**src/rtl/tmr_pkg.sv**
```systemverilog
package tmr_pkg;
  localparam int unsigned CNT_W   = 8;
  localparam int unsigned PRESC_W = 5;
  localparam int unsigned ADDR_W  = 3;
  localparam int unsigned N_TMR   = 2;

  localparam logic [ADDR_W-1:0] ADDR_MODE = 3'd0;
  localparam logic [ADDR_W-1:0] ADDR_CTRL = 3'd1;
  localparam int unsigned       ADDR_CNT_BASE = 2;

  typedef enum logic [1:0] {
    MODE_PRESC  = 2'd0,
    MODE_WIDE   = 2'd1,
    MODE_RELOAD = 2'd2,
    MODE_SPLIT  = 2'd3
  } tmr_mode_e;
endpackage

```
**src/rtl/tmr_edge.sv**
```systemverilog
module tmr_edge (
  input  logic clk_i,
  input  logic rst_ni,
  input  logic tick_i,
  input  logic pin_i,
  output logic fall_o
);
  logic smp_q;

  always_ff @(posedge clk_i or negedge rst_ni) begin
    if (!rst_ni)     smp_q <= 1'b0;
    else if (tick_i) smp_q <= pin_i;
  end

  // high at previous tick, low at this one
  assign fall_o = tick_i & smp_q & ~pin_i;
endmodule

```
**src/rtl/tmr_core.sv**
```systemverilog
module tmr_core
  import tmr_pkg::*;
#(
  parameter int unsigned CNT_W   = 8,
  parameter int unsigned PRESC_W = 5,
  parameter bit          SPLIT   = 1'b1
) (
  input  logic             clk_i,
  input  logic             rst_ni,
  input  tmr_mode_e        mode_i,
  input  logic             inc_lo_i,
  input  logic             inc_hi_i,
  input  logic             wr_lo_i,
  input  logic             wr_hi_i,
  input  logic [CNT_W-1:0] wdata_i,
  output logic [CNT_W-1:0] lo_o,
  output logic [CNT_W-1:0] hi_o,
  output logic             ovf_a_o,
  output logic             ovf_b_o
);
  logic [CNT_W-1:0]   lo_q, hi_q, lo_d, hi_d;
  logic [PRESC_W-1:0] presc;
  logic               ov_a, ov_b;

  assign presc = lo_q[PRESC_W-1:0];

  always_comb begin
    lo_d = lo_q;
    hi_d = hi_q;
    ov_a = 1'b0;
    ov_b = 1'b0;
    unique case (mode_i)
      MODE_PRESC: if (inc_lo_i) begin
        if (&presc) begin
          lo_d[PRESC_W-1:0] = '0;
          hi_d = hi_q + 1'b1;
          ov_a = &hi_q;
        end else begin
          lo_d[PRESC_W-1:0] = presc + 1'b1;
        end
      end
      MODE_WIDE: if (inc_lo_i) begin
        {hi_d, lo_d} = {hi_q, lo_q} + 1'b1;
        ov_a = &{hi_q, lo_q};
      end
      MODE_RELOAD: if (inc_lo_i) begin
        if (&lo_q) begin
          lo_d = hi_q;
          ov_a = 1'b1;
        end else begin
          lo_d = lo_q + 1'b1;
        end
      end
      MODE_SPLIT: if (SPLIT) begin
        if (inc_lo_i) begin
          lo_d = lo_q + 1'b1;
          ov_a = &lo_q;
        end
        if (inc_hi_i) begin
          hi_d = hi_q + 1'b1;
          ov_b = &hi_q;
        end
      end
      default: ;
    endcase
    if (wr_lo_i) lo_d = wdata_i;
    if (wr_hi_i) hi_d = wdata_i;
  end

  always_ff @(posedge clk_i or negedge rst_ni) begin
    if (!rst_ni) begin
      lo_q <= '0;
      hi_q <= '0;
    end else begin
      lo_q <= lo_d;
      hi_q <= hi_d;
    end
  end

  assign lo_o    = lo_q;
  assign hi_o    = hi_q;
  assign ovf_a_o = ov_a;
  assign ovf_b_o = ov_b;

  AST_HOLD_IDLE: assert property (@(posedge clk_i) disable iff (!rst_ni)
    !inc_lo_i && !inc_hi_i && !wr_lo_i && !wr_hi_i |=> $stable(lo_q) && $stable(hi_q));

  AST_WIDE_WRAP: assert property (@(posedge clk_i) disable iff (!rst_ni)
    mode_i == MODE_WIDE && inc_lo_i && (&{hi_q, lo_q}) && !wr_lo_i && !wr_hi_i
    |=> lo_q == '0 && hi_q == '0);

  AST_RELOAD: assert property (@(posedge clk_i) disable iff (!rst_ni)
    mode_i == MODE_RELOAD && inc_lo_i && (&lo_q) && !wr_lo_i && !wr_hi_i
    |=> lo_q == $past(hi_q) && $stable(hi_q));

  if (!SPLIT) begin : g_hold_chk
    AST_SPLIT_HOLD: assert property (@(posedge clk_i) disable iff (!rst_ni)
      mode_i == MODE_SPLIT && !wr_lo_i && !wr_hi_i |=> $stable(lo_q) && $stable(hi_q));
  end
endmodule

```
**src/rtl/dual_timer_ctr.sv**
```systemverilog
module dual_timer_ctr
  import tmr_pkg::*;
#(
  parameter int unsigned CNT_W   = tmr_pkg::CNT_W,
  parameter int unsigned PRESC_W = tmr_pkg::PRESC_W
) (
  input  logic                clk_i,
  input  logic                rst_ni,
  input  logic                tick_i,
  input  logic [N_TMR-1:0]    ext_cnt_i,
  input  logic [N_TMR-1:0]    gate_pin_i,
  input  logic                reg_we_i,
  input  logic [ADDR_W-1:0]   reg_addr_i,
  input  logic [CNT_W-1:0]    reg_wdata_i,
  output logic [CNT_W-1:0]    reg_rdata_o,
  input  logic [N_TMR-1:0]    ack_i,
  output logic [N_TMR-1:0]    ovf_o
);
  localparam int unsigned MODE_W = 4 * N_TMR;

  logic [MODE_W-1:0] mode_q;
  logic [N_TMR-1:0]  run_q, flag_q, flag_d, flag_set;
  logic [N_TMR-1:0]  fall, en, inc_lo, inc_hi, ovf_a, ovf_b, sel, gate;
  tmr_mode_e         t_mode [N_TMR];
  logic [CNT_W-1:0]  lo [N_TMR];
  logic [CNT_W-1:0]  hi [N_TMR];
  logic              wr_mode, wr_ctrl;

  assign wr_mode = reg_we_i && reg_addr_i == ADDR_MODE;
  assign wr_ctrl = reg_we_i && reg_addr_i == ADDR_CTRL;

  assign inc_hi[0] = tick_i & run_q[1];
  assign inc_hi[1] = 1'b0;

  for (genvar i = 0; i < N_TMR; i++) begin : g_tmr
    localparam logic [ADDR_W-1:0] A_LO = ADDR_W'(ADDR_CNT_BASE + 2 * i);
    localparam logic [ADDR_W-1:0] A_HI = ADDR_W'(ADDR_CNT_BASE + 2 * i + 1);

    assign t_mode[i] = tmr_mode_e'(mode_q[4*i +: 2]);
    assign sel[i]    = mode_q[4*i + 2];
    assign gate[i]   = mode_q[4*i + 3];

    tmr_edge u_edge (
      .clk_i  (clk_i),
      .rst_ni (rst_ni),
      .tick_i (tick_i),
      .pin_i  (ext_cnt_i[i]),
      .fall_o (fall[i])
    );

    assign en[i]     = run_q[i] & (~gate[i] | gate_pin_i[i]);
    assign inc_lo[i] = en[i] & (sel[i] ? fall[i] : tick_i);

    tmr_core #(
      .CNT_W   (CNT_W),
      .PRESC_W (PRESC_W),
      .SPLIT   (i == 0)
    ) u_core (
      .clk_i    (clk_i),
      .rst_ni   (rst_ni),
      .mode_i   (t_mode[i]),
      .inc_lo_i (inc_lo[i]),
      .inc_hi_i (inc_hi[i]),
      .wr_lo_i  (reg_we_i && reg_addr_i == A_LO),
      .wr_hi_i  (reg_we_i && reg_addr_i == A_HI),
      .wdata_i  (reg_wdata_i),
      .lo_o     (lo[i]),
      .hi_o     (hi[i]),
      .ovf_a_o  (ovf_a[i]),
      .ovf_b_o  (ovf_b[i])
    );

    always_comb begin
      if (flag_set[i])   flag_d[i] = 1'b1;
      else if (wr_ctrl)  flag_d[i] = reg_wdata_i[2 + i];
      else if (ack_i[i]) flag_d[i] = 1'b0;
      else               flag_d[i] = flag_q[i];
    end

    AST_FLAG_SET: assert property (@(posedge clk_i) disable iff (!rst_ni)
      flag_set[i] |=> ovf_o[i]);

    AST_FLAG_ACK: assert property (@(posedge clk_i) disable iff (!rst_ni)
      ack_i[i] && !flag_set[i] && !wr_ctrl |=> !ovf_o[i]);
  end

  // split mode hands flag 1 to counter 0's high byte
  assign flag_set[0] = ovf_a[0];
  assign flag_set[1] = (t_mode[0] == MODE_SPLIT) ? ovf_b[0] : (ovf_a[1] | ovf_b[1]);

  always_ff @(posedge clk_i or negedge rst_ni) begin
    if (!rst_ni) begin
      mode_q <= '0;
      run_q  <= '0;
      flag_q <= '0;
    end else begin
      if (wr_mode) mode_q <= reg_wdata_i[MODE_W-1:0];
      if (wr_ctrl) run_q  <= reg_wdata_i[N_TMR-1:0];
      flag_q <= flag_d;
    end
  end

  always_comb begin
    unique case (reg_addr_i)
      3'd0:    reg_rdata_o = CNT_W'(mode_q);
      3'd1:    reg_rdata_o = CNT_W'({flag_q, run_q});
      3'd2:    reg_rdata_o = lo[0];
      3'd3:    reg_rdata_o = hi[0];
      3'd4:    reg_rdata_o = lo[1];
      3'd5:    reg_rdata_o = hi[1];
      default: reg_rdata_o = '0;
    endcase
  end

  assign ovf_o = flag_q;

  AST_SPLIT_HI_RUN: assert property (@(posedge clk_i) disable iff (!rst_ni)
    t_mode[0] == MODE_SPLIT && !run_q[1] && !reg_we_i |=> $stable(hi[0]));
endmodule

```
**config.mk**
```make
export PLATFORM = sky130hd
export DESIGN_NAME = dual_timer_ctr
export DESIGN_NICKNAME = d
export VERILOG_FILES = /design/src/rtl/tmr_pkg.sv /design/src/rtl/tmr_edge.sv /design/src/rtl/tmr_core.sv /design/src/rtl/dual_timer_ctr.sv
export SDC_FILE = /design/constraint.sdc
export NUM_CORES = 1
export LEC_CHECK = 0
export BUFFER_PORTS_ARGS = -buffer_cell sky130_fd_sc_hd__clkbuf_2
export CAP_MARGIN = 20
export CORE_UTILIZATION = 40
export DETAILED_ROUTE_END_ITERATION = 10
export MAX_ROUTING_LAYER = met4
export SLEW_MARGIN = 10
export SYNTH_ARGS = -nofsm -noshare
export SYNTH_HDL_FRONTEND = slang
export SYNTH_SLANG_ARGS = --single-unit
```
**constraint.sdc**
```tcl
create_clock -name clk_i -period 5.1 [get_ports clk_i]
set_input_delay 0 -clock clk_i [delete_from_list [all_inputs] [get_ports clk_i]]
set_output_delay 0 -clock clk_i [all_outputs]
set_load 0.01 [all_outputs]
```
==> results of run 1 <==
## cells in the final DEF (no fill, tap or decap), types with 6 or more instances in the layout
cell,n
or3_1,6
ha_1,15
a21oi_1,28
and3_1,9
xnor2_1,6
mux2_2,10
mux2i_1,14
nand2_1,42
a31oi_1,9
nor2_1,48
nand3_1,18
nor3_1,8
o21ai_0,38
nand4_1,11
o31ai_1,7
xor2_1,12
inv_1,18
dfrtp_1,46
clkbuf_2,30
## power groups by stage
stage | registers [mW] | clock network (mW) | logic (mW)
final | 0.726 | 0.235 | 0.749
after global routing | 0.745 | 0.254 | 0.833
after CTS | 0.718 | 0.239 | 0.737
after detailed placement | 0.726 | 0 | 0.731
after global placement | 0.721 | 0 | 0.717
after floorplan | 0.625 | 0 | 0.581
## layer usage
layer / share of wire, % / GRT usage (%)
met1: 45 / 36.0
met2: 45 / 37.5
met3: 8.4 / 4.19
met4: 2.3 / 6.77
met5: 0 / -
## sequential cells by signal, indices dropped and copies added (netlist names)
register and cells:
ovf_o 2, mode_q 8, g_tmr.u_edge.smp_q 2, run_q 2, g_tmr.u_core.hi_o 16, g_tmr.u_core.lo_o 16
## metrics by stage
step	cell area [µm²]	worst slack [ps]
global placement	3820	2340
floorplan	3600	2660
finish	3940	2160
detailed placement	3820	2240
CTS	3940	2220
global route	3940	1980
## worst max path at each step
| stage | end | cells past startpoint | startpoint |
|---|---|---|---|
| global route | g_tmr[0].u_core.hi_o[4] | 9 | g_tmr[0].u_core.lo_o[0] |
| global placement | g_tmr[0].u_core.hi_o[6] | 9 | g_tmr[0].u_core.lo_o[0] |
| CTS | g_tmr[0].u_core.hi_o[4] | 9 | g_tmr[0].u_core.lo_o[0] |
| detailed placement | g_tmr[0].u_core.hi_o[4] | 9 | g_tmr[0].u_core.lo_o[0] |
| floorplan | g_tmr[0].u_core.hi_o[2] | 9 | g_tmr[0].u_core.lo_o[0] |
| finish | g_tmr[0].u_core.hi_o[4] | 9 | g_tmr[0].u_core.lo_o[0] |
## Yosys cell counts (3+ instances only)
library cell	n
xor2_1	12
a31oi_1	9
nor4_1	3
nand4_1	11
nor2b_1	4
and2_1	4
a211oi_1	4
and3_1	9
a22oi_1	5
dfrtp_1	46
o211ai_1	5
o22ai_1	4
nor2_1	48
o21ai_0	38
mux2i_1	14
mux2_2	10
o221ai_1	5
o2111ai_1	3
nand3_1	18
nor3b_1	4
nand2b_1	5
a221oi_1	3
ha_1	15
xnor2_1	6
nand2_1	42
inv_1	18
o31ai_1	7
or3_1	6
clkbuf_1	15
nor3_1	8
a21oi_1	28
buf_1	4
## cell type report
class | instances | area, µm² | area share [%]
clock buffers | 5 | 68.8 | 1.75
clock inverters | 2 | 15.0 | 0.381
inverters | 18 | 67.6 | 1.72
multi-input cells | 359 | 2300 | 58.3
flip-flops and latches | 46 | 1150 | 29.2
well taps | 108 | 135 | 3.43
repair buffers | 36 | 203 | 5.15
## kinds of logic after synthesis
logic type	Yosys count	share of synthesized area (%)
AOI/OAI and AO/OA	133	24.5
xor gates and xnor gates	18	4.37
muxes	24	7.01
buffers and inverters	40	4.34
DFF	46	31.9
adders and majority gates	15	5.21
and+or+nand+nor	169	22.6
==> results.py, run 1 <==
metrics = {
    "cts": {
        "clock_sinks": 46,
        "cts_tree": "done",
        "cts_resized": 0,
        "root_buffer": "clkbuf_8",
        "cts_buffers": 5,
        "cts_buffer_depth": 2,
        "cts_post_setup_buffers_inserted": 0,
        "clock_latency_ps": 310,
        "clk_pin_slew_ps": 90,
        "htreeDepth": 2,
        "cts_hold_buf": 3,
    },
    "setup_path": {
        "crit_buf_inv": 2,
        "worst-path-max-fanout": 9,
        "r2r-start": "g_tmr[0].u_core.lo_o[0]",
        "startpoint_type": "register",
        "worstPathArrival_ps": 3160,
        "r2r_slack_ps": 2160,
        "crit_chain": "ha_1, nand3_1, inv_1, ha_1, inv_1, a222oi_1, o21ai_2, or3_1, a31oi_1",
        "worst_path_max_delay_cell": "a222oi_1",
        "crit_type": "reg -> reg",
        "critPathMaxStageDelay_ps": 680,
        "rr_worst_depth": 9,
        "r2r_end": "g_tmr[0].u_core.hi_o[4]",
        "required_ps": 5320,
        "end_kind": "register",
        "cp_top_family": "compound AO/OA/AOI/OAI gates",
    },
    "floorplanning": {
        "chipWidth_um": 96.9,
        "die_y_um": 96.9,
        "core_area_um2": 8720,
        "io_pins": 31,
        "die_area_um2": 9390,
        "start_util_pct": 41.3,
        "fp-row-count": 34,
    },
    "yosys": {
        "synth_cell_types": 55,
        "ys_warn_count": 0,
        "syn_area_per_cell_um2": 8.10,
        "synth_top_cell_by_area": "dfrtp_1",
        "async_reset_ff_share_pct": 100,
        "synth-seq-cells": 46,
        "yosys.area.top_type_share_pct": 31.9,
        "syn-cell-area_um2": 3600,
        "synth_area_leaders": "dfrtp_1 (32%), o21ai_0 (5.3%), ha_1 (5.2%), nor2_1 (5.0%), nand2_1 (4.4%)",
        "ys.flop_type": "dfrtp_1",
        "syn_inst": 445,
        "synth_fp_nets": 481,
        "ys_seq_area_share_pct": 31.9,
        "synth_enable_flop_cells": 0,
    },
    "sta": {
        "rsz0062_at_grt": "no",
        "max_slew_margin_pct": 49.0,
        "report.final.slew_viol_count": 0,
        "period_share_pct": 57.6,
        "worst_clock_skew_ps": 7.36,
        "finalSetupViolCount": 0,
        "worst-slew-pin-transition_ps": 764,
        "hold_violations": 0,
        "whs_ps": 38.4,
        "fin_tns_setup_ps": 0,
        "period_needed_ps": 2940,
        "fmax_ghz": 0.340,
    },
    "routing": {
        "num_vias": 3615,
        "drtAntennaViolNets": 0,
        "drc": 0,
        "drt_iter0_drc": 338,
        "wl_per_cell_um": 20.0,
        "drtPass1Iterations": 5,
        "vias_per_cell": 6.30,
        "drt-total-wl_um": 11500,
    },
    "power_and_ir_drop": {
        "pwr-share-seq_pct": 42.4,
        "p_per_area_nw_per_um2": 434,
        "combPwrFrac_pct": 43.8,
        "switching_share_pct": 46.9,
        "pwr-share-clk_pct": 13.7,
        "p_int_mw": 0.908,
        "p_sw_mw": 0.802,
        "leakage_nw": 1.60,
        "ir_worst_vdd_mv": 0.159,
        "p_total_mw": 1.71,
    },
    "placed_design": {
        "dp_hpwl_um": 8350,
        "dp_cells": 564,
        "place.gp.congestion": 0.945,
        "port_buffers": 30,
    },
    "worst_hold_path": {
        "hold_path.class": "in -> reg",
        "holdPathStages": 2,
        "min_from": "tick_i",
        "min_to": "g_tmr[0].u_edge.smp_q",
    },
    "global_routing": {
        "grt_use_total_pct": 25.4,
        "grt_pass1_vias": 3239,
        "overflow": 0,
        "antenna_found_initial": 0,
        "grt_pass1_wl_um": 18100,
        "grt_max_degree": 47,
    },
    "finish": {
        "nFillCells": 873,
        "syn_to_final_growth_pct": 9.24,
        "final_cells": 574,
        "antenna_cells": 0,
        "fin_util_pct": 45.1,
        "finalNetCount": 502,
        "final_layout_size_suffix_gt1_share_pct": 12.2,
    },
    "run_status": {
        "status": "completed",
    },
    "job": {
        "drv_cap": 0,
    },
}
No activity file was read; power rests on OpenSTA's default activity.
==> run 2, diff against run 1 <==
- ABC_AREA: not set -> 1
- clock period: 5.1 -> 2.9 ns (I/O delays scaled with it)
==> run 2 against run 1 <==
Against the previous run:
- sequential power increased by 69%
- synthesized cell count increased by 37%
- final area increased by 14%
- clock skew increased by 8.5 ps
- power increased by 86%
==> results.py, run 2 <==
metrics = {
    "sta": {
        "report.final.slew_viol_count": 0,
        "fin_tns_setup_ps": 0,
        "layout_setup_ws_ps": 780,
        "worst_clock_skew_ps": 15.9,
        "period_share_pct": 73.1,
        "max_slew_margin_pct": 56.1,
        "fmax_ghz": 0.472,
        "rsz0062_at_grt": "no",
        "whs_ps": 16.4,
        "hold_violations": 0,
        "finalSetupViolCount": 0,
        "period_needed_ps": 2120,
        "worst-slew-pin-transition_ps": 656,
    },
    "power_and_ir_drop": {
        "switching_share_pct": 47.7,
        "p_per_area_nw_per_um2": 712,
        "ir_worst_vdd_mv": 0.364,
        "pwr-share-seq_pct": 38.6,
        "p_total_mw": 3.19,
        "combPwrFrac_pct": 45.7,
        "p_int_mw": 1.67,
        "p_sw_mw": 1.52,
        "pwr-share-clk_pct": 15.7,
        "leakage_nw": 2.32,
    },
    "run_status": {
        "status": "completed",
    },
    "yosys": {
        "synth_top_cell_by_area": "dfrtp_1",
        "async_reset_ff_share_pct": 100,
        "synth_enable_flop_cells": 0,
        "ys.flop_type": "dfrtp_1",
        "synth_area_leaders": "dfrtp_1 (29%), nand2_1 (17%), nand3_1 (8.5%), inv_1 (8.4%), ha_1 (4.7%)",
        "syn_area_per_cell_um2": 6.54,
        "synth.most_common_cell": "nand2_1",
        "synthTopCellsByCount": "nand2_1 (185), inv_1 (90), nand3_1 (68)",
        "synth-seq-cells": 46,
        "ys_seq_area_share_pct": 28.8,
        "ys_warn_count": 0,
        "synth_fp_nets": 647,
        "syn_inst": 611,
        "yosys.area.top_type_share_pct": 28.8,
        "syn-cell-area_um2": 4000,
        "synth_cell_types": 46,
    },
    "floorplanning": {
        "io_pins": 31,
        "die_area_um2": 10400,
        "start_util_pct": 41.1,
        "fp-row-count": 36,
        "core_area_um2": 9730,
        "chipWidth_um": 102,
        "die_y_um": 102,
    },
    "routing": {
        "drtPass1Iterations": 5,
        "vias_per_cell": 5.24,
        "drt-total-wl_um": 12400,
        "drtAntennaViolNets": 0,
        "wl_per_cell_um": 15.9,
        "num_vias": 4107,
        "drt_iter0_drc": 261,
        "drc": 0,
    },
    "setup_path": {
        "startpoint_type": "register",
        "crit_chain": "ha_1, nand2_1, nor2_4, ha_1, o21ai_0, a21oi_1, nand2_2, nor2_4, nand3b_1, nand3_1",
        "worst_path_max_delay_cell": "dfrtp_1",
        "crit_type": "reg -> reg",
        "critPathMaxStageDelay_ps": 470,
        "required_ps": 3150,
        "worst-path-max-fanout": 9,
        "worstPathArrival_ps": 2370,
        "end_kind": "register",
    },
    "cts": {
        "cts_tree": "done",
        "clock_latency_ps": 320,
        "root_buffer": "clkbuf_8",
        "clock_sinks": 46,
        "cts_buffers": 5,
        "clk_pin_slew_ps": 100,
        "cts_buffer_depth": 2,
        "htreeDepth": 2,
    },
    "placed_design": {
        "port_buffers": 30,
        "placed_area_um2": 4270,
        "dp_cells": 766,
        "dp_hpwl_um": 9560,
        "pre_cts_slack_ps": 854,
        "place.gp.congestion": 0.919,
    },
    "finish": {
        "syn_to_final_growth_pct": 11.9,
        "final_cells": 784,
        "final_layout_size_suffix_gt1_share_pct": 13.5,
        "nFillCells": 1034,
        "multiInputGateArea_um2": 2400,
        "final_cell_mix": "nand2_1 (185), inv_1 (90), nand3_1 (68)",
        "final_cell_area_um2": 4470,
        "antenna_cells": 0,
        "ff_latch_area_um2": 1150,
        "final_common_cell": "nand2_1",
        "fin_util_pct": 46.0,
        "finalNetCount": 686,
    },
    "worst_hold_path": {
        "hold_path.class": "in -> reg",
    },
    "global_routing": {
        "antenna_found_initial": 0,
        "overflow": 0,
        "grt_pass1_vias": 3912,
        "grt_use_total_pct": 26.6,
        "grt_max_degree": 26,
        "grt_pass1_wl_um": 20300,
    },
    "job": {
        "drv_cap": 0,
    },
}
run 2: area by class of cell:
type / count / share of cell area [%]
timing repair buffer: 41 / 5.76
sequential: 46 / 25.7
tap: 133 / 3.72
clock buffer: 5 / 1.54
multi-input combinational: 454 / 53.7
inverter: 102 / 8.67
clock inverter: 3 / 0.895
run 2: kinds of logic (layout without fill, tap and decap cells):
family / count (synthesis) / in the layout / share of synthesized area [%]
flip-flops: 46 / 46 / 28.8
multiplexers: 2 / 2 / 0.751
XOR/XNOR: 9 / 9 / 1.97
AO/OA/AOI/OAI: 99 / 99 / 14.5
adder cells (fa/ha/maj): 15 / 15 / 4.69
buffers and inverters: 111 / 151 / 11.1
AND/OR/NAND/NOR: 329 / 329 / 38.1
run 2: layer usage:
layer  global-route usage [%]  part of all wire, %  up-vias
met1                     33.8                   44     1911
met4                     9.56                  2.6        0
met5                        -                    0        -
met2                     43.4                   49      114
met3                     3.08                  5.1       22
li1                         -                    -     2060
run 2: power groups by stage:
| stage | clock network, mW | logic [mW] | registers, mW |
|---|---|---|---|
| after floorplan | 0 | 1.13 | 1.10 |
| after CTS | 0.518 | 1.45 | 1.22 |
| after detailed placement | 0 | 1.43 | 1.24 |
| after global placement | 0 | 1.41 | 1.23 |
| after global routing | 0.541 | 1.69 | 1.26 |
| final | 0.501 | 1.46 | 1.23 |
run 2: worst max-delay path: cells and delay by family, from the launching register on:
kind            cells  cell delay [ps]
flops               1              470
simple gates        6              860
compound gates      2              260
fa+ha+maj           2              460
run 2: repair_timing:
item,in CTS,in global routing
setup endpoints to repair,0,0
hold endpoints to repair,27,0
resized for setup,0,0
hold buffers,10,0
buffers inserted,0,0
run 2: final timing paths:
kind | slack [ps] | endpoint | cells after the start | from
worst max-delay path | 780 | g_tmr[0].u_core.hi_o[2] | 10 | g_tmr[0].u_core.lo_o[0]
min in group asynchronous | 210 | g_tmr[0].u_core.lo_o[2] | 2 | rst_ni
worst max register to register | 780 | g_tmr[0].u_core.hi_o[2] | 10 | g_tmr[0].u_core.lo_o[0]
worst min register to register | 530 | mode_q[2] | 2 | mode_q[2]
worst min-delay path | 20 | g_tmr[1].u_core.hi_o[4] | 3 | reg_wdata_i[4]
max in group asynchronous | 1890 | g_tmr[1].u_core.hi_o[7] | 3 | rst_ni
==> run 3, diff against run 2 <==
- ABC_AREA: 1 -> 0
- clock period: 2.9 -> 1.85 ns (I/O delays scaled with it)
==> run 3 against run 2 <==
Against the previous run:
- the flow now finishes with violations (negative setup slack)
- fmax up 6.0%
- largest power group unchanged
- highest routed layer unchanged
- via count down 4.7%
- critical path depth unchanged
==> results.py, run 3 (synthesis results as in run 1) <==
metrics = {
    "power_and_ir_drop": {
        "pwr-share-seq_pct": 30.8,
        "p_sw_mw": 2.61,
        "ir_worst_vdd_mv": 0.476,
        "pwr-share-clk_pct": 13.4,
        "switching_share_pct": 43.7,
        "p_int_mw": 3.35,
        "p_per_area_nw_per_um2": 1220,
        "combPwrFrac_pct": 55.8,
        "p_total_mw": 5.96,
        "leakage_nw": 2.05,
    },
    "cts": {
        "cts_buffers": 5,
        "htreeDepth": 2,
        "root_buffer": "clkbuf_8",
        "clock_latency_ps": 310,
        "clock_sinks": 46,
        "cts_tree": "done",
        "cts_buffer_depth": 2,
        "clk_pin_slew_ps": 90,
    },
    "sta": {
        "max_slew_margin_pct": 46.9,
        "rsz0062_at_grt": "yes",
        "fmax_ghz": 0.500,
        "period_needed_ps": 2000,
        "period_share_pct": 108,
        "hold_violations": 0,
        "layout_setup_ws_ps": -150,
        "finalSetupViolCount": 15,
        "worst_clock_skew_ps": 2.19,
        "report.final.slew_viol_count": 0,
        "worst-slew-pin-transition_ps": 796,
    },
    "routing": {
        "drc": 0,
        "drtAntennaViolNets": 0,
        "num_vias": 3912,
        "drt-total-wl_um": 12900,
        "drtPass1Iterations": 5,
        "drt_iter0_drc": 311,
        "vias_per_cell": 5.91,
        "wl_per_cell_um": 19.5,
    },
    "worst_hold_path": {
        "holdPathStages": 2,
        "min_from": "tick_i",
        "min_to": "g_tmr[1].u_edge.smp_q",
        "hold_path.class": "in -> reg",
    },
    "floorplanning": {
        "die_y_um": 96.9,
        "fp-row-count": 34,
        "io_pins": 31,
        "core_area_um2": 8720,
        "die_area_um2": 9390,
        "start_util_pct": 41.3,
        "chipWidth_um": 96.9,
    },
    "global_routing": {
        "overflow": 0,
        "grt_use_total_pct": 28.4,
        "grt_pass1_vias": 3664,
        "grt_max_degree": 29,
        "antenna_found_initial": 0,
        "grt_pass1_wl_um": 20200,
    },
    "setup_path": {
        "crit_type": "reg -> reg",
        "r2r_slack_ps": -150,
        "r2r-start": "g_tmr[0].u_core.lo_o[1]",
        "worst-path-max-fanout": 3,
        "startpoint_type": "register",
        "worstPathArrival_ps": 2200,
        "rr_worst_depth": 10,
        "r2r_end": "g_tmr[0].u_core.hi_o[7]",
        "required_ps": 2050,
        "end_kind": "register",
    },
    "finish": {
        "finalNetCount": 589,
        "final_common_cell": "buf_4",
        "syn_to_final_growth_pct": 36.0,
        "nFillCells": 828,
        "ff_latch_area_um2": 1150,
        "multiInputGateArea_um2": 2570,
        "antenna_cells": 0,
        "final_layout_size_suffix_gt1_share_pct": 34.1,
        "final_cell_mix": "buf_4 (88), dfrtp_1 (45), nor2_1 (44)",
    },
    "placed_design": {
        "place.gp.congestion": 0.926,
        "pre_cts_slack_ps": -202,
        "dp_hpwl_um": 9710,
        "port_buffers": 30,
    },
    "job": {
        "drv_cap": 0,
    },
    "run_status": {
        "violations": "negative setup slack",
        "status": "complete, but fails checks",
    },
}
-- run 3: cell count changes in the layout (fill, tap and decap cells not counted), sizes merged, moves of 7 or more --
cell         previous run  this run
a31oi                   0         9
and3                    0         9
buf                     1        90
dlygate4sd3            10         3
inv                   100        18
mux2                    2        10
mux2i                   0        14
nand2                 193        43
nand3                  71        18
nor2                   40        48
o21ai                  55        39
-- run 3: layer usage --
layer	routed length, µm	up-vias	GRT usage [%]	share of wire [%]
li1	-	1852	-	-
met2	5810	137	42.0	45
met3	728	18	3.90	5.6
met5	0	-	-	0
met4	229	0	7.12	1.8
met1	6120	1905	40.9	47
-- run 3: area by class of cell --
class | count | area share, %
repair buffers | 123 | 17.6
clock inverters | 2 | 0.766
well taps | 108 | 2.76
inverters | 18 | 1.38
multi-input cells | 359 | 52.5
clock buffers | 6 | 1.48
flip-flops and latches | 46 | 23.5
-- run 3: power by group through the flow --
stage / Sequential [mW] / Clock (mW) / Combinational, mW
finish: 1.83 / 0.797 / 3.33
global route: 1.87 / 0.845 / 3.61
CTS: 1.81 / 0.811 / 3.12
detailed placement: 1.83 / 0 / 3.03
global placement: 1.82 / 0 / 2.98
floorplan: 1.77 / 0 / 1.70
-- run 3: worst max path at each step --
stage,cells past startpoint,slack (ps),from,end
floorplan,9,-390,g_tmr[0].u_core.lo_o[1],g_tmr[0].u_core.hi_o[7]
global placement,10,-120,g_tmr[0].u_core.lo_o[1],g_tmr[0].u_core.hi_o[7]
detailed placement,8,-200,g_tmr[1].u_core.lo_o[1],g_tmr[1].u_core.hi_o[4]
CTS,10,-180,g_tmr[0].u_core.lo_o[0],g_tmr[0].u_core.hi_o[7]
global route,10,-230,g_tmr[0].u_core.lo_o[1],g_tmr[0].u_core.hi_o[4]
finish,10,-150,g_tmr[0].u_core.lo_o[1],g_tmr[0].u_core.hi_o[7]
-- run 3: repair_timing --
| action | CTS | global route |
|---|---|---|
| hold buffers | 3 | 0 |
| setup buffers | 4 | 6 |
| endpoints found under the hold margin | 28 | 0 |
| gates resized for setup | 14 | 34 |
| pin swaps | 25 | 19 |
| endpoints found under the setup margin | 27 | 33 |
-- run 3: per-stage QoR --
| step | std cells | hold WS [ps] | TNS, ps | utilization [%] | instance area (µm²) |
|---|---|---|---|---|---|
| final | 662 | 38.6 | -1330 | 56.2 | 4900 |
| after global routing | 662 | 41.6 | -2950 | 56.2 | 4900 |
| after CTS | 656 | 28.7 | -1670 | 54.3 | 4730 |
| after detailed placement | 642 | 116 | -2140 | 51.7 | 4510 |
| after global placement | 642 | 119 | -1250 | 51.7 | 4510 |
| after floorplan | 445 | -296 | -2980 | - | 3700 |
-- run 3: worst max-delay path, stage by stage, from the launching register on --
cell and delay [ps]:
dfrtp_1 410, ha_4 170, nand3_4 80, inv_2 70
ha_4 130, inv_2 40, a222oi_1 290, buf_4 200
o2111ai_2 100, xnor2_1 150, mux2_4 250
